$ cat src/rtl/spi_xfer_pkg.sv
package spi_xfer_pkg;

  // strobes from the sequencer to the datapath
  typedef struct packed {
    logic start;     // load first send byte
    logic sample;    // capture MISO on rising SCK
    logic shift;     // advance send shifter on falling SCK
    logic byteDone;  // end of byte: store received byte, load next
  } xferStrobe_t;

  typedef enum logic [3:0] {
    ST_IDLE  = 4'd0,
    ST_SHIFT = 4'd1,
    ST_GUARD = 4'd2
  } xferState_e;

  // register word indices (byte offset / 4)
  localparam logic [4:0] REG_CTRL   = 5'd0;
  localparam logic [4:0] REG_OUTCNT = 5'd1;
  localparam logic [4:0] REG_INCNT  = 5'd2;
  localparam logic [4:0] REG_MISC   = 5'd3;
  localparam logic [4:0] REG_STATUS = 5'd4;

  // control bit positions (decoded by software)
  localparam int CTRL_WIP   = 0;
  localparam int CTRL_READY = 1;
  localparam int CTRL_TRIG  = 2;
  localparam int CTRL_EN    = 3;
  localparam int CTRL_XIO   = 4;

  localparam int MISC_SWRST = 28;

endpackage

$ cat src/rtl/spi_xfer_ctrl.sv
module spi_xfer_ctrl
  import spi_xfer_pkg::*;
#(
  parameter int BUF_BYTES = 128,
  parameter int DESEL_W   = 5,
  localparam int CNT_W    = $clog2(BUF_BYTES) + 1,
  localparam int PTR_W    = $clog2(BUF_BYTES)
) (
  input  logic               clk,
  input  logic               rstN,
  input  logic               trigReq,
  input  logic               idleReq,
  input  logic               swRstReq,
  input  logic [CNT_W-1:0]   outCnt,
  input  logic [CNT_W-1:0]   inCnt,
  input  logic [DESEL_W-1:0] deselCnt,
  output xferStrobe_t        strobe,
  output logic [PTR_W-1:0]   bytePtr,
  output logic               wipFlag,
  output logic               readyFlag,
  output logic [3:0]         stateCode,
  output logic               spiSck,
  output logic               spiCsN
);

  xferState_e           state;
  logic [2:0]           bitCnt;
  logic [DESEL_W-1:0]   guardCnt;
  logic [CNT_W:0]       totalBytes;
  logic [CNT_W:0]       ptrNext;
  logic                 trigOk;
  logic                 lastByte;
  logic                 guardDone;

  assign totalBytes = {1'b0, outCnt} + {1'b0, inCnt};
  assign ptrNext    = {{(CNT_W + 1 - PTR_W){1'b0}}, bytePtr} + 1'b1;
  assign lastByte   = (ptrNext == totalBytes);
  assign trigOk     = trigReq && !wipFlag && (totalBytes != '0) &&
                      (totalBytes <= (CNT_W + 1)'(BUF_BYTES));
  assign guardDone  = (deselCnt == '0) ||
                      (({1'b0, guardCnt} + 1'b1) >= {1'b0, deselCnt});
  assign stateCode  = state;

  always_comb begin
    strobe = '0;
    unique case (state)
      ST_IDLE:  strobe.start = trigOk;
      ST_SHIFT: begin
        if (!spiSck)            strobe.sample   = 1'b1;
        else if (bitCnt == 3'd7) strobe.byteDone = 1'b1;
        else                    strobe.shift    = 1'b1;
      end
      default: ;
    endcase
  end

  always_ff @(posedge clk or negedge rstN) begin
    if (!rstN) begin
      state     <= ST_IDLE;
      bitCnt    <= '0;
      bytePtr   <= '0;
      guardCnt  <= '0;
      wipFlag   <= 1'b0;
      readyFlag <= 1'b0;
      spiSck    <= 1'b0;
      spiCsN    <= 1'b1;
    end else if (swRstReq) begin
      state     <= ST_IDLE;
      bitCnt    <= '0;
      bytePtr   <= '0;
      guardCnt  <= '0;
      wipFlag   <= 1'b0;
      readyFlag <= 1'b0;
      spiSck    <= 1'b0;
      spiCsN    <= 1'b1;
    end else begin
      unique case (state)
        ST_IDLE: begin
          if (trigOk) begin
            state     <= ST_SHIFT;
            bitCnt    <= '0;
            bytePtr   <= '0;
            wipFlag   <= 1'b1;
            readyFlag <= 1'b1;
            spiCsN    <= 1'b0;
            spiSck    <= 1'b0;
          end else if (idleReq) begin
            readyFlag <= 1'b0;
          end
        end
        ST_SHIFT: begin
          if (!spiSck) begin
            spiSck <= 1'b1;
          end else begin
            spiSck <= 1'b0;
            if (bitCnt == 3'd7) begin
              bitCnt <= '0;
              if (lastByte) begin
                state    <= ST_GUARD;
                spiCsN   <= 1'b1;
                guardCnt <= '0;
              end else begin
                bytePtr <= bytePtr + 1'b1;
              end
            end else begin
              bitCnt <= bitCnt + 1'b1;
            end
          end
        end
        ST_GUARD: begin
          guardCnt <= guardCnt + 1'b1;
          if (guardDone) begin
            state   <= ST_IDLE;
            wipFlag <= 1'b0;
          end
        end
        default: state <= ST_IDLE;
      endcase
    end
  end

endmodule

$ cat src/rtl/spi_xfer_datapath.sv
module spi_xfer_datapath
  import spi_xfer_pkg::*;
#(
  parameter int BUF_BYTES = 128,
  parameter int DESEL_W   = 5,
  parameter int DESEL_RST = 10,
  parameter int RDLAT_RST = 2,
  localparam int ADDR_W   = $clog2(BUF_BYTES) + 1,
  localparam int CNT_W    = $clog2(BUF_BYTES) + 1,
  localparam int PTR_W    = $clog2(BUF_BYTES),
  localparam int WORDS    = BUF_BYTES / 4,
  localparam int WORD_W   = $clog2(WORDS)
) (
  input  logic               clk,
  input  logic               rstN,
  input  logic               regWrEn,
  input  logic [ADDR_W-1:0]  regAddr,
  input  logic [31:0]        regWdata,
  output logic [31:0]        regRdata,
  input  xferStrobe_t        strobe,
  input  logic [PTR_W-1:0]   bytePtr,
  input  logic               wipFlag,
  input  logic               readyFlag,
  input  logic [3:0]         stateCode,
  input  logic               spiMiso,
  output logic               spiMosi,
  output logic [CNT_W-1:0]   outCnt,
  output logic [CNT_W-1:0]   inCnt,
  output logic [DESEL_W-1:0] deselCnt,
  output logic               trigReq,
  output logic               idleReq,
  output logic               swRstReq
);

  logic [7:0]        bufMem [BUF_BYTES];
  logic [7:0]        txShift;
  logic [7:0]        rxShift;
  logic              ctrlEn;
  logic              ctrlXio;
  logic [1:0]        rdLat;
  logic [1:0]        latchLat;

  logic              isBuf;
  logic              isAligned;
  logic [WORD_W-1:0] wordSel;
  logic [ADDR_W-4:0] regIdx;
  logic              regHit;
  logic [CNT_W-1:0]  ptrWide;
  logic [CNT_W-1:0]  nextWide;
  logic [7:0]        nextTx;
  logic              storeRx;

  assign isBuf     = regAddr[ADDR_W-1];
  assign isAligned = (regAddr[1:0] == 2'b00);
  assign wordSel   = regAddr[2 +: WORD_W];
  assign regIdx    = regAddr[ADDR_W-2:2];
  assign regHit    = regWrEn && !isBuf && isAligned;

  assign trigReq  = regHit && (regIdx == (ADDR_W-3)'(REG_CTRL)) &&
                    regWdata[CTRL_EN] && regWdata[CTRL_TRIG];
  assign idleReq  = regHit && (regIdx == (ADDR_W-3)'(REG_CTRL)) && !regWdata[CTRL_EN];
  assign swRstReq = regHit && (regIdx == (ADDR_W-3)'(REG_MISC)) && regWdata[MISC_SWRST];

  assign ptrWide  = {1'b0, bytePtr};
  assign nextWide = ptrWide + 1'b1;
  assign nextTx   = (nextWide < outCnt) ? bufMem[nextWide[PTR_W-1:0]] : 8'h00;
  assign storeRx  = (ptrWide >= outCnt);
  assign spiMosi  = txShift[7];

  // configuration registers
  always_ff @(posedge clk or negedge rstN) begin
    if (!rstN) begin
      ctrlEn   <= 1'b0;
      ctrlXio  <= 1'b0;
      outCnt   <= '0;
      inCnt    <= '0;
      rdLat    <= 2'(RDLAT_RST);
      latchLat <= '0;
      deselCnt <= DESEL_W'(DESEL_RST);
    end else if (regHit) begin
      unique case (regIdx)
        (ADDR_W-3)'(REG_CTRL): begin
          ctrlEn  <= regWdata[CTRL_EN];
          ctrlXio <= regWdata[CTRL_XIO];
        end
        (ADDR_W-3)'(REG_OUTCNT): if (!wipFlag) outCnt <= regWdata[CNT_W-1:0];
        (ADDR_W-3)'(REG_INCNT):  if (!wipFlag) inCnt  <= regWdata[CNT_W-1:0];
        (ADDR_W-3)'(REG_MISC): begin
          rdLat    <= regWdata[26:25];
          latchLat <= regWdata[9:8];
          deselCnt <= regWdata[DESEL_W-1:0];
        end
        default: ;
      endcase
    end
  end

  // buffer: bus port while idle, engine port while busy
  always_ff @(posedge clk or negedge rstN) begin
    if (!rstN) begin
      for (int i = 0; i < BUF_BYTES; i++) bufMem[i] <= 8'h00;
    end else begin
      if (regWrEn && isBuf && !wipFlag) begin
        for (int b = 0; b < 4; b++) begin
          bufMem[{wordSel, 2'(b)}] <= regWdata[8*b +: 8];
        end
      end
      if (strobe.byteDone && storeRx) begin
        bufMem[bytePtr] <= rxShift;
      end
    end
  end

  // serial shifters
  always_ff @(posedge clk or negedge rstN) begin
    if (!rstN) begin
      txShift <= '0;
      rxShift <= '0;
    end else begin
      if (strobe.start)         txShift <= (outCnt != '0) ? bufMem[0] : 8'h00;
      else if (strobe.byteDone) txShift <= nextTx;
      else if (strobe.shift)    txShift <= {txShift[6:0], 1'b0};
      if (strobe.sample)        rxShift <= {rxShift[6:0], spiMiso};
    end
  end

  // read mux
  always_comb begin
    regRdata = '0;
    if (isBuf) begin
      for (int b = 0; b < 4; b++) begin
        regRdata[8*b +: 8] = bufMem[{wordSel, 2'(b)}];
      end
    end else if (isAligned) begin
      unique case (regIdx)
        (ADDR_W-3)'(REG_CTRL): begin
          regRdata[CTRL_WIP]   = wipFlag;
          regRdata[CTRL_READY] = readyFlag;
          regRdata[CTRL_EN]    = ctrlEn;
          regRdata[CTRL_XIO]   = ctrlXio;
        end
        (ADDR_W-3)'(REG_OUTCNT): regRdata[CNT_W-1:0] = outCnt;
        (ADDR_W-3)'(REG_INCNT):  regRdata[CNT_W-1:0] = inCnt;
        (ADDR_W-3)'(REG_MISC): begin
          regRdata[26:25]        = rdLat;
          regRdata[9:8]          = latchLat;
          regRdata[DESEL_W-1:0]  = deselCnt;
        end
        (ADDR_W-3)'(REG_STATUS): regRdata[3:0] = stateCode;
        default: ;
      endcase
    end
  end

endmodule

$ cat src/rtl/spi_mem_xfer_engine.sv
module spi_mem_xfer_engine
  import spi_xfer_pkg::*;
#(
  parameter int BUF_BYTES = 128,
  parameter int DESEL_W   = 5,
  localparam int ADDR_W   = $clog2(BUF_BYTES) + 1,
  localparam int CNT_W    = $clog2(BUF_BYTES) + 1,
  localparam int PTR_W    = $clog2(BUF_BYTES)
) (
  input  logic              clk,
  input  logic              rstN,
  input  logic              regWrEn,
  input  logic [ADDR_W-1:0] regAddr,
  input  logic [31:0]       regWdata,
  output logic [31:0]       regRdata,
  output logic              spiSck,
  output logic              spiCsN,
  output logic              spiMosi,
  input  logic              spiMiso
);

  xferStrobe_t        strobe;
  logic [PTR_W-1:0]   bytePtr;
  logic               wipFlag;
  logic               readyFlag;
  logic [3:0]         stateCode;
  logic [CNT_W-1:0]   outCnt;
  logic [CNT_W-1:0]   inCnt;
  logic [DESEL_W-1:0] deselCnt;
  logic               trigReq;
  logic               idleReq;
  logic               swRstReq;

  spi_xfer_ctrl #(.BUF_BYTES(BUF_BYTES), .DESEL_W(DESEL_W)) u_ctrl (
    .clk(clk), .rstN(rstN),
    .trigReq(trigReq), .idleReq(idleReq), .swRstReq(swRstReq),
    .outCnt(outCnt), .inCnt(inCnt), .deselCnt(deselCnt),
    .strobe(strobe), .bytePtr(bytePtr),
    .wipFlag(wipFlag), .readyFlag(readyFlag), .stateCode(stateCode),
    .spiSck(spiSck), .spiCsN(spiCsN)
  );

  spi_xfer_datapath #(.BUF_BYTES(BUF_BYTES), .DESEL_W(DESEL_W)) u_dp (
    .clk(clk), .rstN(rstN),
    .regWrEn(regWrEn), .regAddr(regAddr), .regWdata(regWdata), .regRdata(regRdata),
    .strobe(strobe), .bytePtr(bytePtr),
    .wipFlag(wipFlag), .readyFlag(readyFlag), .stateCode(stateCode),
    .spiMiso(spiMiso), .spiMosi(spiMosi),
    .outCnt(outCnt), .inCnt(inCnt), .deselCnt(deselCnt),
    .trigReq(trigReq), .idleReq(idleReq), .swRstReq(swRstReq)
  );

endmodule

$ cat config.mk
export PLATFORM = sky130hd
export DESIGN_NAME = spi_mem_xfer_engine
export DESIGN_NICKNAME = d
export VERILOG_FILES = /design/src/rtl/spi_xfer_pkg.sv /design/src/rtl/spi_xfer_ctrl.sv /design/src/rtl/spi_xfer_datapath.sv /design/src/rtl/spi_mem_xfer_engine.sv
export SDC_FILE = /design/constraint.sdc
export NUM_CORES = 2
export LEC_CHECK = 0
export ABC_CLOCK_PERIOD_IN_PS = 4950
export BUFFER_PORTS_ARGS = -buffer_cell sky130_fd_sc_hd__buf_2
export CAP_MARGIN = 10
export CORE_UTILIZATION = 55
export DETAILED_ROUTE_END_ITERATION = 10
export GPL_TIMING_DRIVEN = 0
export PLACE_DENSITY = 0.71
export REMOVE_ABC_BUFFERS = 1
export SYNTH_ARGS = -nofsm -noshare
export SYNTH_HDL_FRONTEND = slang
export SYNTH_SLANG_ARGS = --single-unit
export TNS_END_PERCENT = 10
$ cat constraint.sdc
create_clock -name clk -period 4.95 [get_ports clk]
set_input_delay 0.495 -clock clk [delete_from_list [all_inputs] [get_ports clk]]
set_output_delay 0.495 -clock clk [all_outputs]
set_load 0.05 [all_outputs]
# After elaboration in Yosys (flattened, before gate mapping)
# Index checks and enable logic that the tools add are counted.
[totals]
reg_bits = 1090
in_bits = 44
out_inout_bits = 35
word_cells = 330
[classes]
n_addsub = 7
order_cmp = 15
n_eq_ne = 14
mux = 95
bitwise = 7
n_reduce_logical = 47
[op_table]
columns = ["cell", "n"]
rows = [
  ["bitwise mux 1024 bit", 5],
  ["2-to-1 mux 1024 bit", 2],
  ["binary-select mux 8 bit (select 7 bit)", 5],
  ["demux 8 bit (select 7 bit)", 5],
  ["2-to-1 mux 8 bit", 20],
  [">= comparator 8 bit, second input constant", 6],
  ["inverter 7 -> 8 bit", 6],
  ["< comparator 8 x 1 -> 1 bit, second input constant", 5],
  ["2-to-1 mux 7 bit", 5],
  ["2-to-1 mux 5 bit", 5],
  ["2-to-1 mux 4 bit", 6],
  ["2-to-1 mux 10 bit", 2],
  ["logical AND 1 bit", 19],
  ["2-to-1 mux 1 bit", 17],
  ["adder 7 x 1 -> 8 bit, second input constant", 2],
  ["2-to-1 mux 15 bit", 1],
  ["2-to-1 mux 3 bit", 5],
  ["inequality test 3 x 2 -> 1 bit, second input constant", 5],
  ["AND reduction 5 bit", 3],
  ["nonzero test 3 bit", 5],
  ["case mux 7 bit (2 select lines)", 1],
  ["case mux 3 bit (2 select lines)", 2],
  ["case mux 4 bit (3 select lines)", 1],
  ["AND reduction 3 bit", 4],
  ["34 further kinds", 48],
]

# Longest topological paths before layout
[logic_depth]
word_depth = 12
ltp_mapped = 14
mapped_depth_nobuf = 11

# Modules after synthesis
# A second synthesis with hierarchy kept.
[hier_totals]
hier_cells = 6646
hier_area_um2 = 71371.0
[by_module_without_submodules]
columns = ["module", "n_inst", "cells_each", "area_per_inst_um2", "seq_area_each_um2"]
rows = [
  ["spi_xfer_datapath", 1, 6435, 69457.9, 26704.4],
  ["spi_xfer_ctrl", 1, 211, 1913.1, 526.8],
]

# Least setup slack after synthesis
# No wires, ideal clock.
[synth_timing]
path_kind = "input port to output port"
startpoint = "in regAddr[2]"
endpoint = "out regRdata[23]"
t_arrival_ns = 3.544
t_required_ns = 4.455
path_slack_ns = 0.911
path_stages = 9
path_buffers = 4
cell_sequence = "clkbuf_1 clkbuf_1 buf_1 buf_2 mux4_2 mux2i_1 nor2_1 a221oi_1 a21boi_0"
[synth_via]
elab_chain_len = 5
[synth_rtl]
columns = ["element", "line_no", "source"]
rows = [
  ["from (decl)", "spi_mem_xfer_engine.sv:13", "input logic [ADDR_W-1:0] regAddr,"],
  ["inverter 7 -> 8 bit (implied by the code)", "spi_xfer_datapath.sv:132", "regRdata[8*b +: 8] = bufMem[{wordSel, 2'(b)}];"],
  ["binary-select mux 8 bit (select 7 bit)", "spi_xfer_datapath.sv:132", ""],
  ["2-to-1 mux 8 bit (implied by the code) (2 in a row)", "spi_xfer_datapath.sv:132", ""],
  ["2-to-1 mux 15 bit", "spi_xfer_datapath.sv:130", "if (isBuf) begin"],
  ["to (decl)", "spi_mem_xfer_engine.sv:15", "output logic [31:0] regRdata,"],
]
# Every way passes these cells. The select of a mux whose other input is x is not followed.

# Worst setup path in the final report
[layout_timing]
startpoint = "in regAddr[2]"
endpoint = "out regRdata[6]"
[layout_via]
elab_chain_len = 5
elab_cells_between_ends = 9
cone_classes = "eq/ne: 2; mux: 6; bitwise: 1"
[layout_rtl]
columns = ["element", "line_no"]
rows = [
  ["inverter 7 -> 8 bit (implied by the code)", "spi_xfer_datapath.sv:132"],
  ["binary-select mux 8 bit (select 7 bit)", "spi_xfer_datapath.sv:132"],
  ["2-to-1 mux 8 bit (implied by the code) (2 in a row)", "spi_xfer_datapath.sv:132"],
  ["2-to-1 mux 10 bit (*)", "spi_xfer_datapath.sv:130"],
]
# Mark *: on every way between the ends. The rest lies on a longest branch, timed or not. The select of a mux whose other input is x is not followed.

==> results.md <==
Run status:
- The run finished, with violations left.
- The final reports fail on setup timing.

Worst setup path:
- The required time at the worst-slack endpoint is 4.45 ns.
- The critical path in this run is classified as in2out.
- For the worst setup path, the data arrival time is around 4.6 ns.
- The largest driver fanout on the critical path is 47.
- The worst setup path is launched from an input port.
- STA classifies the critical path endpoint as a primary output.

Run:
- Across the run, the number of max-cap violations was 0.

Logic synthesis:
- The synthesized design spends more area on one cell type than any other, namely dfrtp_1.
- The sequential-to-total area share from yosys stat is 0.379.
- Of all flip-flops after synthesis, the portion carrying an async set or reset was 1.00.
- Counting flops with a built-in enable in the synthesized netlist gives 0.
- In the synthesized netlist the dominant register cell turns out to be dfrtp_1.
- The cell area after technology mapping is 0.0718 mm^2.
- The Yosys step of the flow raised 0 warnings.
- The mean area per synthesized cell is 13.6 um^2.
- The synthesized instance count is 5295.
- By count the netlist is led by mux2_2, dfrtp_1, mux4_2, clkbuf_1, nand2_1.
- After synthesis, the cell types taking the most area are dfrtp_1, mux2_2, mux4_2, clkbuf_1, nand2_1.
- The number of flip-flops and latches in the synthesized netlist is 1088.
- The area share of the largest cell type after synthesis is 0.378.
- The count of unique library cells instantiated by Yosys is 71.
- The most frequently used cell type in the post-synthesis netlist is mux2_2.

Placed design:
- The final weighted congestion in routability-driven placement is 0.997.
- The count of input and output buffers is 78.
- The post-detailed-placement half-perimeter wirelength is around 180000 um.
- The post-place setup slack is -0.737 ns.
- The placed instances occupy a cell area of between 0.07 and 0.08 mm^2.

Floorplan:
- The top-level port count is 79.
- The die area is around 0.13 mm^2.
- Measured along the y axis, the die boundary spans 363 um.
- The number of placement rows is 132.
- The initial core utilization is 0.555.
- The placeable core area is 0.129 mm^2.
- The horizontal extent of the die is about 360 um.

Timing:
- The final setup violation count is 4.
- The max-slew violation count is 0.
- The relative slew slack is 0.0355.
- Setup repair after global routing could not meet its margin everywhere.
- The final hold violation count came to 0.
- In the post-route analysis, the smallest setup slack over all paths is -0.123 ns.
- In the finished design, the share of the clock period the worst path needs comes to 1.02.
- The measured slew at the worst slew-check pin is around 1.4 ns.
- Timing would allow up to 197 MHz.
- The clock period minus final worst setup slack is ~5.1 ns.
- For the final database, setup skew stands at 0.0263 ns.

Global routing:
- The largest net degree at the start of global routing is ~160.
- The total track usage is 0.413.
- The number of global-route vias before repair is 50600.
- After global routing the overflow that remains totals 0.
- The wire length of the first global-routing pass is 387000 um.
- The number of antenna violations at the first check in global routing is 26.

Routing:
- The routed length per instance is 38.7 um.
- For this block, the routed nets add up to about 270000 um of wire.
- For this run, the detailed router's first-pass iteration total came to 6.
- In this run the remaining antenna-violating nets after routing total 0.
- The residual DRC count is 0.
- The number of DRC violations after detailed-routing iteration 0 is approximately 7100.
- After detailed routing, the number of vias per cell comes to 7.44.
- The detailed-route via count is 52000.

Clock network:
- The number of buffers created by CTS is 121.
- The clock-pin slew reported for the worst setup and hold paths after clock tree synthesis is 0.06 ns.
- The later pin in the worst-skew pair is clocked with a latency of slightly below 0.8 ns.
- TritonCTS built the clock tree.
- The H-tree was split into 3 levels.
- The library cell used as clock root buffer is clkbuf_16.
- The TritonCTS sink count is 1088.
- The maximum buffer depth of the clock tree is 3.
- The setup fix buffers added after clock tree synthesis is 0.

Power and ir drop:
- For this design the static power due to leakage is 35.3 nW.
- Across the VDD grid, the largest voltage drop is 0.000297 V.
- In this run the power density over the cells is 340 mW/mm^2.

Hold path:
- The path category of the worst min-delay check is in2reg.

Final layout:
- The filler cell count in the final layout is between 9000 and 10000.
- In the final design database the tool counted 5219 nets.
- The proportion of layout cells with a drive suffix above 1 is 0.620.
- From synthesis to final layout, the design area changed by 11.8%.
- The finished cells cover about 0.08 mm^2.
- The combined flip-flop and latch cell area is 0.0273 mm^2.
- The total area of multi-input combinational cells is 0.0430 mm^2.
[area by class of cell]
| class | instances | share of cell area |
|---|---|---|
| multi-input combinational | 3638 | 0.535 |
| clock buffer | 186 | 0.0458 |
| sequential | 1088 | 0.340 |
| timing repair buffer | 262 | 0.0447 |
| tap | 1742 | 0.0271 |
| clock inverter | 41 | 0.00566 |
| inverter | 28 | 0.00145 |
| antenna | 6 | 0.000187 |
[power breakdown]
group / switching, W / leakage, nW / internal [W]
logic: 0.00314 / 18.8 / 0.00343
registers: 0.00121 / 14.4 / 0.0100
clock network: 0.00397 / 2.06 / 0.00550
[path summary, 6_finish.rpt]
check	from	end	slack [ns]	cells past startpoint
worst max-delay path	regAddr[2]	regRdata[6]	-0.12	11
max in group asynchronous	rstN	u_dp.bufMem[840]$_DFF_PN0_	1.98	5
min in group asynchronous	rstN	u_dp.bufMem[401]$_DFF_PN0_	0.27	2
worst max register to register	u_ctrl.bytePtr[0]$_DFFE_PN0P_	u_dp.txShift[6]$_DFFE_PN0P_	-0.04	10
worst min register to register	u_dp.rdLat[0]$_DFFE_PN0P_	u_dp.rdLat[0]$_DFFE_PN0P_	0.52	1
worst min-delay path	regWrEn	u_dp.ctrlXio$_DFFE_PN0N_	0.25	3
[cell usage in the layout, fill, tap and decap left out, drive strengths merged, types with 12 or more instances in the layout]
cell	count
clkinv	33
inv	28
nand2	233
a22oi	13
mux2	2086
nand4	31
or3	14
ha	35
a21oi	33
buf	259
o211ai	12
nor2b	26
clkbuf	186
o21ai	164
nor2	58
dfrtp	1084
mux2i	75
mux4	576
nand3	107
[through the flow]
step / setup TNS (ns) / hold WS (ns) / std cells / power [W] / util
3_3_place_gp: - / 0.482 / 6574 / 0.0177 / 0.558
5_1_grt: -0.175 / 0.273 / 6985 / 0.0280 / 0.620
3_5_place_dp: -8.94 / 0.497 / 6749 / 0.0176 / 0.586
2_1_floorplan: -9143.98 / 0.199 / 4754 / 0.0153 / -
4_1_cts: 0 / 0.216 / 6979 / 0.0270 / 0.619
6_report: -0.178 / 0.247 / 6991 / 0.0273 / 0.620
[sequential cells by signal, summed over array words and instances (netlist names), 2 cells and up]
register / flops
u_ctrl.bytePtr: 7
u_ctrl.stateCode: 2
u_dp.rdLat: 2
u_dp.rxShift: 8
u_dp.txShift: 8
u_dp.latchLat: 2
u_ctrl.guardCnt: 5
u_ctrl.bitCnt: 3
u_dp.deselCnt: 5
u_dp.bufMem: 1024
u_dp.outCnt: 8
u_dp.inCnt: 8
[metal layers]
layer	wire (um)	up-vias	global-route usage
met1	98200	27200	0.531
met3	38200	958	0.170
met5	396	-	0.00763
met4	18400	36	0.223
li1	-	20100	-
met2	116000	3763	0.594
[logic make-up (layout without fill, tap and decap cells)]
family                     Yosys count  in the layout  share of synthesized area
and+or+nand+nor                    534            534                     0.0351
AOI/OAI and AO/OA                  309            309                     0.0271
buffers and inverters              569            517                     0.0308
DFF                               1088           1088                      0.379
muxes                             2737           2737                      0.518
other                                0              6                          0
xor gates and xnor gates            22             22                    0.00336
adders and majority gates           36             36                    0.00638
[repair_timing]
| item | 4_1_cts | 5_1_grt |
|---|---|---|
| endpoints found under the hold margin | 108 | 0 |
| pin swaps | 0 | 0 |
| hold buffers | 2 | 0 |
| resized for setup | 13 | 8 |
| endpoints found under the setup margin | 58 | 267 |
| gates cloned | 1 | 0 |
[critical path, cell delays in order]
cell      delay (ns)
buf_12          0.29
buf_16          0.33
buf_16          0.36
buf_16          0.30
mux4_2          0.62
mux4_2          0.47
nand2_1         0.33
o211ai_1        0.45
nand2_1         0.26
o21ai_0         0.23
buf_2           0.28
Note: power is estimated with default switching activity, not from simulation.
